<file path="src/rtl/sdmode_pkg.sv">
package sdmode_pkg;
    typedef enum logic [1:0] {
        MODE_SIR  = 2'b00,
        MODE_FAST = 2'b01,
        MODE_RC   = 2'b10
    } mode_e;

    typedef enum logic [1:0] {
        ST_RUN  = 2'b00,
        ST_PROG = 2'b01,
        ST_SHUT = 2'b10
    } st_e;
endpackage

</file>
<file path="src/rtl/sdmode_span_timer.sv">
// Saturating cycle counter: restart loads 1 or 0 depending on step.
module sdmode_span_timer #(
    parameter int W = 8
) (
    input  logic         clk,
    input  logic         rst_n,
    input  logic         restart,
    input  logic         step,
    output logic [W-1:0] count
);
    localparam logic [W-1:0] ONE = W'(1);

    always_ff @(posedge clk or negedge rst_n) begin
        if (!rst_n) begin
            count <= '0;
        end else if (restart) begin
            count <= step ? ONE : '0;
        end else if (step && (count != '1)) begin
            count <= count + ONE;
        end
    end
endmodule

</file>
<file path="src/rtl/sdmode_rc_detect.sv">
// Detects a qualifying transmit-data pulse inside the programming window.
module sdmode_rc_detect #(
    parameter int             W         = 8,
    parameter logic [W-1:0]   SETUP_LIM = '0,
    parameter logic [W-1:0]   WIDTH_LIM = '0
) (
    input  logic         clk,
    input  logic         rst_n,
    input  logic         window,
    input  logic         txir,
    input  logic [W-1:0] sd_count,
    output logic         rc_hit
);
    logic         tx_q;
    logic         start_ok;
    logic         rise;
    logic         fall;
    logic [W-1:0] pw_count;

    assign rise = window & txir & ~tx_q;
    assign fall = window & ~txir & tx_q;

    sdmode_span_timer #(.W(W)) u_pw (
        .clk     (clk),
        .rst_n   (rst_n),
        .restart (rise),
        .step    (txir),
        .count   (pw_count)
    );

    always_ff @(posedge clk or negedge rst_n) begin
        if (!rst_n) begin
            tx_q     <= 1'b0;
            start_ok <= 1'b0;
            rc_hit   <= 1'b0;
        end else begin
            tx_q <= txir;
            if (!window) begin
                start_ok <= 1'b0;
                rc_hit   <= 1'b0;
            end else begin
                if (rise) begin
                    start_ok <= (sd_count >= SETUP_LIM);
                end
                if (fall && start_ok && (pw_count >= WIDTH_LIM)) begin
                    rc_hit <= 1'b1;
                end
            end
        end
    end

    // a hit can only appear after a cycle spent inside the window
    p_hit_in_window_r5: assert property (@(posedge clk) disable iff (!rst_n)
        $rose(rc_hit) |-> $past(window));

    // a hit is only raised on the cycle after a falling transmit edge
    p_hit_needs_fall_r9: assert property (@(posedge clk) disable iff (!rst_n)
        $rose(rc_hit) |-> ($past(tx_q) && !$past(txir)));
endmodule

</file>
<file path="src/rtl/sd_mode_decoder.sv">
module sd_mode_decoder
    import sdmode_pkg::*;
#(
    parameter int CLK_HZ      = 250_000_000,
    parameter int PROG_MAX_NS = 5000,
    parameter int SHUT_MIN_NS = 30000,
    parameter int SETUP_NS    = 200,
    parameter int RC_MIN_NS   = 200
) (
    input  logic       clk,
    input  logic       rst_n,
    input  logic       sd_i,
    input  logic       txir_i,
    output logic [1:0] mode_o,
    output logic       shutdown_o,
    output logic       prog_busy_o,
    output logic       proto_err_o,
    output logic       tx_o
);
    localparam int PROG_CYC  = int'((64'(PROG_MAX_NS) * 64'(CLK_HZ)) / 64'd1000000000);
    localparam int SHUT_CYC  = int'((64'(SHUT_MIN_NS) * 64'(CLK_HZ)) / 64'd1000000000);
    localparam int SETUP_CYC = int'((64'(SETUP_NS) * 64'(CLK_HZ)) / 64'd1000000000);
    localparam int RCW_CYC   = int'((64'(RC_MIN_NS) * 64'(CLK_HZ)) / 64'd1000000000);
    localparam int CW        = $clog2(SHUT_CYC + 1);

    localparam logic [CW-1:0] PROG_LIM  = CW'(PROG_CYC);
    localparam logic [CW-1:0] SHUT_M1   = CW'(SHUT_CYC - 1);
    localparam logic [CW-1:0] SETUP_LIM = CW'(SETUP_CYC);
    localparam logic [CW-1:0] RCW_LIM   = CW'(RCW_CYC);

    st_e           state_q;
    st_e           state_d;
    mode_e         mode_q;
    logic          err_q;
    logic [CW-1:0] sd_cnt;
    logic          in_prog;
    logic          rc_hit;
    logic          reach_shut;
    logic          short_ok;

    assign in_prog    = (state_q == ST_PROG);
    assign reach_shut = sd_i && (sd_cnt == SHUT_M1);
    assign short_ok   = (sd_cnt <= PROG_LIM);

    sdmode_span_timer #(.W(CW)) u_sd_len (
        .clk     (clk),
        .rst_n   (rst_n),
        .restart (!in_prog),
        .step    (sd_i),
        .count   (sd_cnt)
    );

    sdmode_rc_detect #(
        .W         (CW),
        .SETUP_LIM (SETUP_LIM),
        .WIDTH_LIM (RCW_LIM)
    ) u_rc (
        .clk      (clk),
        .rst_n    (rst_n),
        .window   (in_prog),
        .txir     (txir_i),
        .sd_count (sd_cnt),
        .rc_hit   (rc_hit)
    );

    // Next-state logic
    always_comb begin
        state_d = state_q;
        unique case (state_q)
            ST_RUN:  if (sd_i) state_d = ST_PROG;
            ST_PROG: begin
                if (!sd_i)           state_d = ST_RUN;
                else if (reach_shut) state_d = ST_SHUT;
            end
            ST_SHUT: if (!sd_i) state_d = ST_RUN;
            default: state_d = ST_RUN;
        endcase
    end

    // State register
    always_ff @(posedge clk or negedge rst_n) begin
        if (!rst_n) state_q <= ST_RUN;
        else        state_q <= state_d;
    end

    // Output registers: mode and protocol error
    always_ff @(posedge clk or negedge rst_n) begin
        if (!rst_n) begin
            mode_q <= MODE_SIR;
            err_q  <= 1'b0;
        end else begin
            unique case (state_q)
                ST_RUN: if (sd_i) err_q <= 1'b0;
                ST_PROG: begin
                    if (!sd_i) begin
                        if (short_ok) begin
                            if (rc_hit)      mode_q <= MODE_RC;
                            else if (txir_i) mode_q <= MODE_FAST;
                            else             mode_q <= MODE_SIR;
                        end else begin
                            err_q <= 1'b1;
                        end
                    end else if (reach_shut) begin
                        mode_q <= MODE_SIR;
                    end
                end
                ST_SHUT: ;
                default: ;
            endcase
        end
    end

    assign mode_o      = mode_q;
    assign proto_err_o = err_q;
    assign shutdown_o  = (state_q == ST_SHUT);
    assign prog_busy_o = in_prog;
    assign tx_o        = (state_q == ST_RUN) & ~sd_i & txir_i;

    // shutdown always shows the default mode
    p_shut_sir_r4: assert property (@(posedge clk) disable iff (!rst_n)
        shutdown_o |-> (mode_o == 2'b00));

    // shutdown is only entered from a measured pulse
    p_shut_from_busy_r4: assert property (@(posedge clk) disable iff (!rst_n)
        $rose(shutdown_o) |-> $past(prog_busy_o));

    // measuring and shutdown never overlap
    p_busy_shut_excl_r8: assert property (@(posedge clk) disable iff (!rst_n)
        !(prog_busy_o && shutdown_o));

    // nothing reaches the emitter path during a window or shutdown
    p_no_tx_window_r7: assert property (@(posedge clk) disable iff (!rst_n)
        (prog_busy_o || shutdown_o) |-> !tx_o);

    // a protocol error never alters the mode
    p_err_keeps_mode_r6: assert property (@(posedge clk) disable iff (!rst_n)
        $rose(proto_err_o) |-> $stable(mode_o));

    // mode only moves at the end of a measured pulse or at shutdown
    p_mode_quiet_r2: assert property (@(posedge clk) disable iff (!rst_n)
        (!prog_busy_o && !$past(prog_busy_o)) |-> $stable(mode_o));
endmodule

</file>
<file path="config.mk">
export PLATFORM = sky130hd
export DESIGN_NAME = sd_mode_decoder
export DESIGN_NICKNAME = d
export VERILOG_FILES = /design/src/rtl/sdmode_pkg.sv /design/src/rtl/sdmode_span_timer.sv /design/src/rtl/sdmode_rc_detect.sv /design/src/rtl/sd_mode_decoder.sv
export SDC_FILE = /design/constraint.sdc
export NUM_CORES = 1
export LEC_CHECK = 0
export BUFFER_PORTS_ARGS = -buffer_cell sky130_fd_sc_hd__buf_4
export CORE_ASPECT_RATIO = 1.2
export CORE_UTILIZATION = 38
export DETAILED_ROUTE_END_ITERATION = 7
export PLACE_DENSITY = 0.59
export SKIP_LAST_GASP = 1
export SYNTH_ARGS = -nofsm -noshare
export SYNTH_HDL_FRONTEND = slang
export SYNTH_SLANG_ARGS = --single-unit
</file>
<file path="constraint.sdc">
create_clock -name clk -period 2.9 [get_ports clk]
set_clock_uncertainty 0.2 [all_clocks]
set_input_delay 0.58 -clock clk [delete_from_list [all_inputs] [get_ports clk]]
set_output_delay 0.58 -clock clk [all_outputs]
set_load 0.03 [all_outputs]
</file>
# Word level (Yosys, flattened, before mapping)
# Cells that the tools add are included.
# W data, S select, Z words.
# word_totals
reg_bits	34
latchBits	0
ram_bits	0
mem_bits_ro	0
inputBits	4
out_inout_bits	6
word_cells	72
mem_count	0
# op_classes
n_addsub	2
n_mul	0
div_mod_pow	0
order_cmp	3
eq_ne	14
shift	0
n_mux	24
bitwise_logic	9
reduce_logical	12
# ops
cell	count
$mux W13	4
$add A13 B1 Y13 const B	2
$ge A13 B6 Y1 const B	2
$ne A13 B13 Y1 const B	2
$mux W2	8
$ne A2 B2 Y1 const B	7
$eq A13 B13 Y1 const B	1
$le A13 B11 Y1 const B	1
$mux W1	10
$and A1 B1 Y1	6
$pmux W2 S3	1
$reduce_and A3 Y1	2
$reduce_bool A2 Y1	3
$logic_and A1 B1 Y1	5
$reduce_and A4 Y1	1
$ne A3 B3 Y1 const B	1
$not A1 Y1	3
$eq A2 B1 Y1 const B	1
$eq A2 B2 Y1 const B	1
$logic_not A2 Y1	1
$ne A2 B1 Y1 const B	1
$pmux W1 S2	1

# Depth between registers and ports, before layout
# Gate-level depths: netlist of the first run.
# logic_depth
depth_word	7
depth_mapped	7
mapped_depth_nobuf	7

# Hierarchy
# A second synthesis of the first run with hierarchy kept.
# hier_totals
hier_cells	213
hier_area_um2	2152.1
# by_module_without_submodules
module	instances	cells_per_inst	area_each_um2
sdmode_span_timer	2	79	805.8
sd_mode_decoder	1	37	360.3
sdmode_rc_detect	1	18	180.2

# Worst setup path before layout of the first run
# OpenSTA, ideal clock, no wires.
# synth_timing
path_kind	input -> output
startpoint	input port sd_i
endpoint	output port tx_o
arrival_time_ns	1.807
required_time_ns	2.120
setup_slack_ns	0.313
stages	2
n_path_buf	1
cell_sequence	clkbuf_1 -> nor4b_1
# synth_between
elab_chain_len	3
# synth_lines
element	line_no	text
start, declared	sd_mode_decoder.sv:12	input logic sd_i,
$not A1 Y1	sd_mode_decoder.sv:117	assign tx_o = (state_q == ST_RUN) & ~sd_i & txir_i;
$and A1 B1 Y1 (2 in series)	sd_mode_decoder.sv:117	
end, declared	sd_mode_decoder.sv:18	output logic tx_o
# No other way between the ends.

# Worst setup path after layout of the first run
# layout_timing
startpoint	register state_q[1]
endpoint	output port prog_busy_o
# layout_between
elab_chain_len	1
# layout_lines
element	line_no	text
start, declared	sd_mode_decoder.sv:31	st_e state_q;
start signal, assigned	sd_mode_decoder.sv:83	else state_q <= state_d;
$eq A2 B1 Y1	sd_mode_decoder.sv:41	assign in_prog = (state_q == ST_PROG);
end, declared	sd_mode_decoder.sv:16	output logic prog_busy_o,
# No other way between the ends.

==> results of run 1 <==
==> report_power, final <==
| group | switching [mW] | leakage (nW) | internal (mW) |
|---|---|---|---|
| clock | 0.184 | 0.0579 | 0.253 |
| sequential | 0.0417 | 0.459 | 0.508 |
| combinational | 0.0804 | 0.435 | 0.0592 |
==> cell families (layout without fill, tap and decap cells) <==
logic type	count (synthesis)	after routing	synth area share [%]
simple gates	98	98	28.1
compound gates	46	46	15.0
flops	34	34	44.6
buf+inv	13	24	2.82
xor+xnor	10	10	4.59
fa+ha+maj	4	4	2.62
mux	4	4	2.23
==> Yosys cell counts, types with 4 or more instances <==
library cell   n  area share (%)
o21ai_0       11             2.9
inv_1          5            0.98
nor2b_1        4             1.3
dfrtp_1       34              45
or3_1          4             1.3
nand4_1        7             2.3
and4_1         6             2.8
nand2_1       12             2.4
nand3_1       14             3.7
a21oi_1       15             3.9
clkbuf_1       6             1.2
nor2_1        25             4.9
xor2_1         7             3.2
and3_1         5             1.6
ha_1           4             2.6
==> final cells by class <==
cell class                 count  area (um2)
clock buffer                   5        68.8
timing repair buffer          11        82.6
multi-input combinational    162        1000
fill                         476        2560
inverter                       5        18.8
sequential                    34         851
clock inverter                 3        40.0
tap                           58        72.6
==> sequential cells by signal, summed over array words and instances, names as in the netlist <==
| signal | count |
|---|---|
| u_sd_len.count | 13 |
| u_rc.tx_q | 1 |
| state_q | 2 |
| u_rc.rc_hit | 1 |
| u_rc.u_pw.count | 13 |
| mode_o | 2 |
| u_rc.start_ok | 1 |
| proto_err_o | 1 |
==> worst min-delay path by stage <==
stage	start	endpoint	slack, ns	cells past startpoint
after floorplan	rst_n	mode_o[0]	0.08	0
after global placement	mode_o[0]	mode_o[0]	0.29	1
after detailed placement	mode_o[1]	mode_o[1]	0.29	1
after CTS	rst_n	u_rc.u_pw.count[12]	0.04	1
after global routing	rst_n	u_rc.u_pw.count[12]	0.06	1
final	rst_n	u_rc.u_pw.count[12]	0.02	1
==> per-stage QoR <==
| stage | hold WS [ns] | instances |
|---|---|---|
| after global placement | 0.288 | 270 |
| after floorplan | 0.0844 | 209 |
| final | 0.0237 | 278 |
| after global routing | 0.0581 | 278 |
| after CTS | 0.0426 | 278 |
| after detailed placement | 0.293 | 270 |
==> critical path: cells and delay by family, from the launching register on <==
kind,cells,cell delay [ns]
buffers and inverters,2,0.52
DFF,1,0.45
and+or+nand+nor,1,0.32
==> per-layer routing <==
layer | up-vias | share of wire, %
met1 | 752 | 44
met5 | - | 0
li1 | 792 | -
met2 | 26 | 51
met4 | 0 | 2.0
met3 | 9 | 2.6
==> results.toml, run 1 <==
[synthesis]
synth-edff-count = 0
synth_seq_cells = 34
synth_cell_type_count = 45
netlist_area_mm2 = 0.00191
ys_async_sr_fraction_pct = 100
yosys_warnings = 0
syn_nets = 217
yosysSeqAreaShare_pct = 44.6
synthCells = 209
synth-main-ff-cell = "dfrtp_1"
synth.avg_cell_area_um2 = 9.13

[grt]
grt_use_met2_pct = 30.2
grtUsageMet3_pct = 3.71
grt_start_max_net_pins = 35
globalRouteOverflowTotal = 0
grt_antenna_before_repair = 0
first_global_vias = 1583
grt_usage_pct = 18.0
grt_util_met1_pct = 22.0
top_usage_layer = "met2"
grt_pass1_wl_mm = 7.19

[placed_design]
gp_congestion = 0.849
dp_slack_ns = 0.674
place_hpwl_mm = 2.96
io_buffer_count = 9
placed_area_mm2 = 0.00203

[setup_path]
crit_type = "reg2out"
reg2reg_from = "u_sd_len.count[9]"
reg2reg_depth = 5
slowest_stage = "dfrtp_1"
cp.required_ns = 2.12
reg2reg_slack_ns = 0.66
crit_end = "prog_busy_o"
path_max_fanout = 8
crit_path_start_kind = "flip-flop"
crit_chain = "nand2b_1 > inv_1 > buf_4"
endpoint_kind = "output port"
crit_path_start = "state_q[1]"
arrival_ns = 1.58
cp_slowest_stage_delay_ns = 0.45
r2r_end = "mode_o[1]"

[routing]
wirelength_mm = 4.14
vias = 1579
postRouteAntennaNets = 0
wl_per_cell_um = 14.9
drc = 0
vias_per_cell = 5.68
dr.pass1.iters = 4
first_iter_violations = 87

[sta]
setup_slack_ns = 0.545
max_slew_margin_pct = 52.1
tightestPinTransition_ns = 0.716
period_share_pct = 81.2
period_minus_slack_ns = 2.36
setup-tns-final_ns = 0
hold_violations = 0
drv_slew = 0
rsz0062_at_grt = "no"
setup_viol = 0
fmax_ghz = 0.425

[final_layout]
design_area_mm2 = 0.00214
area_delta_synth_final_pct = 12.0
fin_util_pct = 45.5
nets = 227
num_antenna_cells = 0
drive_above_1_share_pct = 10.0
final_common_cell = "dfrtp_1"
final_cell_mix = "dfrtp_1 (34), nor2_1 (25), a21oi_1 (15), nand3_1 (14), nand2_1 (12)"

[power_and_ir_drop]
power.leakage_nw = 0.953
finalPower_mw = 1.13
powerDensity_mw_per_mm2 = 527
ir_drop_v = 0.000279

[die]
die_area_mm2 = 0.00531
io_pins = 10
initial_core_util_pct = 40.6
core_area_mm2 = 0.00470
dieHeight_um = 79.6
rows = 27
die_w_um = 66.7

[clock_tree]
hold_buffers = 0
htreeDepth = 2
clk_latency_ns = 0.29
cts_inserted_buffers = 5
postCtsSetupRepairBufs = 0
cts_root_buf = "clkbuf_8"
cts_resized = 0
cts_tree = "done"
clock_path_buffers = 2
cts.sinks = 34
path_clk_slew_ns = 0.07

[job]
maxCapViolCount = 0

[worst_hold_path]
hp-class = "in2async"

[status]
status = "finished, final reports clean"
Note: power is estimated with default switching activity, not from simulation.
==> run 2: changes to the inputs <==
--- a/config.mk
+++ b/config.mk
@@ -5,11 +5,12 @@
 export SDC_FILE = /design/constraint.sdc
 export NUM_CORES = 1
 export LEC_CHECK = 0
+export ABC_AREA = 1
 export BUFFER_PORTS_ARGS = -buffer_cell sky130_fd_sc_hd__buf_4
 export CORE_ASPECT_RATIO = 1.2
 export CORE_UTILIZATION = 38
 export DETAILED_ROUTE_END_ITERATION = 7
-export PLACE_DENSITY = 0.59
+export PLACE_DENSITY = 0.61
 export SKIP_LAST_GASP = 1
 export SYNTH_ARGS = -nofsm -noshare
 export SYNTH_HDL_FRONTEND = slang
==> constraint.sdc (replaced) <==
create_clock -name clk -period 1.9 [get_ports clk]
set_clock_uncertainty 0.2 [all_clocks]
set_input_delay 0.38 -clock clk [delete_from_list [all_inputs] [get_ports clk]]
set_output_delay 0.38 -clock clk [all_outputs]
set_load 0.03 [all_outputs]
==> run 2 against run 1 <==
Power grew 54%; critical endpoint is now tx_o; utilization up 0.23 points; worst hold slack gained 0.064 ns; die area grew 11%; cell area grew 14%; critical path depth is 1 higher; worst setup slack worse by 0.45 ns; critical path type unchanged; final cell count rose by 32%; synthesized cell count grew 35%; wire length is 21% higher.
==> results.toml, run 2 <==
[routing]
drc = 0
dr.pass1.iters = 4
postRouteAntennaNets = 0
vias = 1963
vias_per_cell = 5.35
wl_per_cell_um = 13.6
first_iter_violations = 145
wirelength_mm = 5.00

[sta]
setup_viol = 0
hold_violations = 0
period_minus_slack_ns = 1.81
tightestPinTransition_ns = 0.443
setup_slack_ns = 0.0903
max_slew_margin_pct = 70.4
period_share_pct = 95.2
fmax_ghz = 0.553
drv_slew = 0
timing.hold.ws_ns = 0.0877

[die]
dieHeight_um = 83.7
core_area_mm2 = 0.00533
io_pins = 10
initial_core_util_pct = 39.7
die_area_mm2 = 0.00587
rows = 29
die_w_um = 70.1

[clock_tree]
cts_root_buf = "clkbuf_8"
clock_path_buffers = 2
htreeDepth = 2
path_clk_slew_ns = 0.07
clk_latency_ns = 0.28
cts.sinks = 34
cts_tree = "done"
cts_inserted_buffers = 5

[synthesis]
synth_area_leader_cell = "dfrtp_1"
yosysSeqAreaShare_pct = 40.2
synth.most_common_cell = "nand2_1"
yosys-top-cells-area = "dfrtp_1 (40%), nand2_1 (12%), nor2_1 (5.5%)"
synth_commonest_cells = "nand2_1 (70), dfrtp_1 (34), nor2_1 (31)"
synth-main-ff-cell = "dfrtp_1"
yosys_warnings = 0
synthCells = 283
synth_seq_cells = 34
syn_nets = 291
netlist_area_mm2 = 0.00212
synth-edff-count = 0
ys_async_sr_fraction_pct = 100
synth.top_cell.area_share_pct = 40.2
synth.avg_cell_area_um2 = 7.48
synth_cell_type_count = 31

[grt]
first_global_vias = 1928
grt_start_max_net_pins = 35
grt_antenna_before_repair = 0
grt_usage_pct = 19.3
grt_pass1_wl_mm = 8.98
globalRouteOverflowTotal = 0

[final_layout]
final_cell_mix = "nand2_1 (70), dfrtp_1 (32), nor2_1 (31), inv_1 (26), nand3_1 (23)"
nets = 312
area_delta_synth_final_pct = 15.3
reg_top3 = "u_rc.u_pw.count: 13 flops, u_sd_len.count: 13 flops"
final_common_cell = "nand2_1"
num_antenna_cells = 0
fin_util_pct = 45.7
drive_above_1_share_pct = 17.4

[power_and_ir_drop]
ir_drop_v = 0.000314
powerDensity_mw_per_mm2 = 710
finalPower_mw = 1.73
power.leakage_nw = 1.10

[setup_path]
arrival_ns = 1.23
crit_path_start_kind = "flip-flop"
endpoint_kind = "output port"
cp.required_ns = 1.32
path_max_fanout = 4
crit_path_start = "state_q[0]"
slowest_stage = "dfrtp_1"
cp_slowest_stage_delay_ns = 0.42
crit_type = "reg2out"
reg2reg_from = "u_rc.u_pw.count[1]"
crit_chain = "inv_2 > nand3_1 > nor2_1 > buf_4"

[placed_design]
io_buffer_count = 9
place_hpwl_mm = 3.73
gp_congestion = 0.903
dp_slack_ns = 0.0674

[worst_hold_path]
min-delay-start = "txir_i"
hp-class = "in2reg"

[job]
maxCapViolCount = 0

[status]
status = "finished, final reports clean"
run 2: logic make-up after synthesis:
group | synth area share (%)
AO/OA/AOI/OAI | 8.58
XOR/XNOR | 3.31
adder cells (fa/ha/maj) | 2.37
buffers and inverters | 7.33
flip-flops | 40.2
AND/OR/NAND/NOR | 38.2
run 2: worst max-delay path, delay by kind of cell (launching register included):
kind / cells / cell delay [ns]
flip-flops: 1 / 0.42
buffers and inverters: 2 / 0.29
AND/OR/NAND/NOR: 2 / 0.23
run 2: stage by stage:
stage | cells | setup TNS [ns] | instance area (um2)
2_1_floorplan | 283 | 0 | 2120
3_3_place_gp | 354 | 0 | 2270
3_5_place_dp | 354 | 0 | 2270
4_1_cts | 363 | 0 | 2390
5_1_grt | 367 | -0.0159 | 2440
6_report | 367 | 0 | 2440
run 2: path summary, 6_finish.rpt:
path	slack, ns	cells past startpoint	end
worst max register to register	0.10	10	u_rc.u_pw.count[8]
max in group asynchronous	0.78	2	state_q[1]
worst min-delay path	0.09	1	u_rc.tx_q
min in group asynchronous	0.38	2	u_rc.u_pw.count[1]
worst min register to register	0.28	2	proto_err_o
worst max-delay path	0.09	4	tx_o
run 2: what timing repair did:
item                       CTS  global route
setup buffers                0             4
hold endpoints to repair    34             0
resized for setup            0             6
hold buffers                 1             0
setup endpoints to repair    0            21
run 2: layout make-up:
type | count | area [um2]
Timing Repair Buffer | 17 | 134
Clock buffer | 8 | 110
Inverter | 37 | 140
Multi-Input combinational cell | 209 | 1120
Fill cell | 497 | 2890
Tap cell | 62 | 77.6
Sequential cell | 34 | 853
run 2: where the power goes:
group | internal (mW) | total, mW | switching, mW
Combinational | 0.101 | 0.261 | 0.160
Clock | 0.366 | 0.635 | 0.269
Sequential | 0.770 | 0.835 | 0.0657
run 2: per-layer routing:
metal	GRT usage [%]	vias to the layer above	share of wire, %
li1	-	976	-
met2	32.7	44	52
met3	3.62	9	3.5
met5	0	-	0
met1	24.0	934	43
met4	7.64	0	2.2
==> run 3: changes to the inputs <==
--- a/config.mk
+++ b/config.mk
@@ -11,6 +11,7 @@
 export CORE_UTILIZATION = 38
 export DETAILED_ROUTE_END_ITERATION = 7
 export PLACE_DENSITY = 0.61
+export REMOVE_ABC_BUFFERS = 1
 export SKIP_LAST_GASP = 1
 export SYNTH_ARGS = -nofsm -noshare
 export SYNTH_HDL_FRONTEND = slang
==> run 3 against run 2 <==
Wire length is 0.18% lower; fmax is 1.0% higher; first-iteration DRC count is 23% lower; worst hold slack worse by 0.0021 ns; critical endpoint unchanged; largest power group unchanged.
==> results.toml, run 3 (same netlist as run 2, synthesis figures left out) <==
[power_and_ir_drop]
p_sw_share_pct = 29.2
pwr-share-comb_pct = 15.8
power.leakage_nw = 1.10
pwr-share-clk_pct = 33.5
powerDensity_mw_per_mm2 = 677
pwr-share-seq_pct = 50.7
intPower_mw = 1.17
power_switching_mw = 0.481
ir_drop_v = 0.000372

[routing]
wl_per_cell_um = 13.5
drc = 0
vias_per_cell = 5.24
postRouteAntennaNets = 0
vias = 1933
first_iter_violations = 111
dr.pass1.iters = 5
wirelength_mm = 5.00

[setup_path]
crit_path_start_kind = "flip-flop"
slowest_stage = "dfrtp_1"
cp.required_ns = 1.32
crit_chain = "inv_2 > nand3_1 > nor2_1 > buf_4"
crit_type = "reg2out"
arrival_ns = 1.21
cp_slowest_stage_delay_ns = 0.42
path_max_fanout = 4
reg2reg_slack_ns = 0.12
endpoint_kind = "output port"

[die]
die_area_mm2 = 0.00587
dieHeight_um = 83.7
initial_core_util_pct = 39.7
io_pins = 10
rows = 29
core_area_mm2 = 0.00533
die_w_um = 70.1

[final_layout]
num_antenna_cells = 0
area_delta_synth_final_pct = 15.0
fillers = 531
design_area_mm2 = 0.00243
nets = 314
final_cell_mix = "nand2_1 (70), nor2_1 (31), dfrtp_1 (31), inv_1 (25), nand3_1 (23)"
drive_above_1_share_pct = 18.2
final_common_cell = "nand2_1"
fin_util_pct = 45.6
reg_top3 = "u_rc.u_pw.count: 13 flops, u_sd_len.count: 13 flops"

[grt]
top_usage_layer = "met2"
grt_usage_pct = 19.1
first_global_vias = 1959
grt_antenna_before_repair = 0
grt_pass1_wl_mm = 8.91
grtUsageMet3_pct = 3.62
grt_start_max_net_pins = 35
grt_util_met1_pct = 22.3
globalRouteOverflowTotal = 0
grt_use_met2_pct = 33.6

[sta]
period_share_pct = 94.3
drv_slew = 0
setup-tns-final_ns = 0
hold_violations = 0
tightestPinTransition_ns = 0.444
setup_viol = 0
fmax_ghz = 0.558
max_slew_margin_pct = 70.4
period_minus_slack_ns = 1.79

[placed_design]
gp_congestion = 0.904
placed_area_mm2 = 0.00229
place_hpwl_mm = 3.79
io_buffer_count = 9

[clock_tree]
clk_latency_ns = 0.28
path_clk_slew_ns = 0.07
cts_root_buf = "clkbuf_8"
cts_inserted_buffers = 5
clock_path_buffers = 2
cts_tree = "done"
htreeDepth = 2
cts.sinks = 34

[worst_hold_path]
hp-class = "in2reg"

[status]
status = "finished, final reports clean"

[job]
maxCapViolCount = 0
==> run 3: through the flow <==
step | cells | worst slack, ns | hold slack, ns | power (mW)
final | 369 | 0.109 | 0.0856 | 1.65
after global routing | 369 | -0.0185 | 0.0724 | 1.75
after floorplan | 280 | 0.183 | -0.116 | 0.995
after global placement | 357 | 0.0757 | 0.168 | 1.08
after CTS | 366 | 0.0482 | 0.0749 | 1.64
after detailed placement | 357 | 0.0682 | 0.171 | 1.08
==> run 3: path summary, 6_finish.rpt <==
path,from,end,cells after the start
min in group asynchronous,rst_n,u_sd_len.count[5],2
worst min register to register,proto_err_o,proto_err_o,2
worst max register to register,u_sd_len.count[0],u_sd_len.count[0],7
worst min-delay path,txir_i,u_rc.tx_q,1
max in group asynchronous,rst_n,state_q[1],2
worst max-delay path,state_q[0],tx_o,4
==> run 3: layer usage <==
layer  up-vias  share of wire [%]
li1        986                  -
met1       919                 45
met2        18                 52
met3        10                1.8
met4         0                1.7
met5         -                  0
==> run 3: cell type report <==
type	count	area, um2	share of cell area (%)
flip-flops and latches	34	855	35.1
well taps	62	77.6	3.19
clock buffers	7	86.3	3.55
clock inverters	1	5.00	0.206
multi-input cells	209	1120	46.2
inverters	37	140	5.76
repair buffers	19	145	5.96
==> run 3: worst max-delay path: cells and delay by family, from the launching register on <==
family / cells / cell delay, ns
flip-flops: 1 / 0.42
AND/OR/NAND/NOR: 2 / 0.23
buffers and inverters: 2 / 0.28
==> run 3: timing repair <==
item / CTS / global route
buffers inserted: 0 / 3
endpoints found under the hold margin: 34 / 0
setup endpoints to repair: 0 / 17
gates resized for setup: 0 / 7
hold buffers: 1 / 0
==> run 3: power groups by stage <==
stage	sequential (mW)	combinational, mW	clock [mW]
CTS	0.826	0.246	0.571
finish	0.835	0.260	0.551
detailed placement	0.839	0.243	0
global placement	0.838	0.246	0
global route	0.846	0.297	0.603
floorplan	0.831	0.164	0
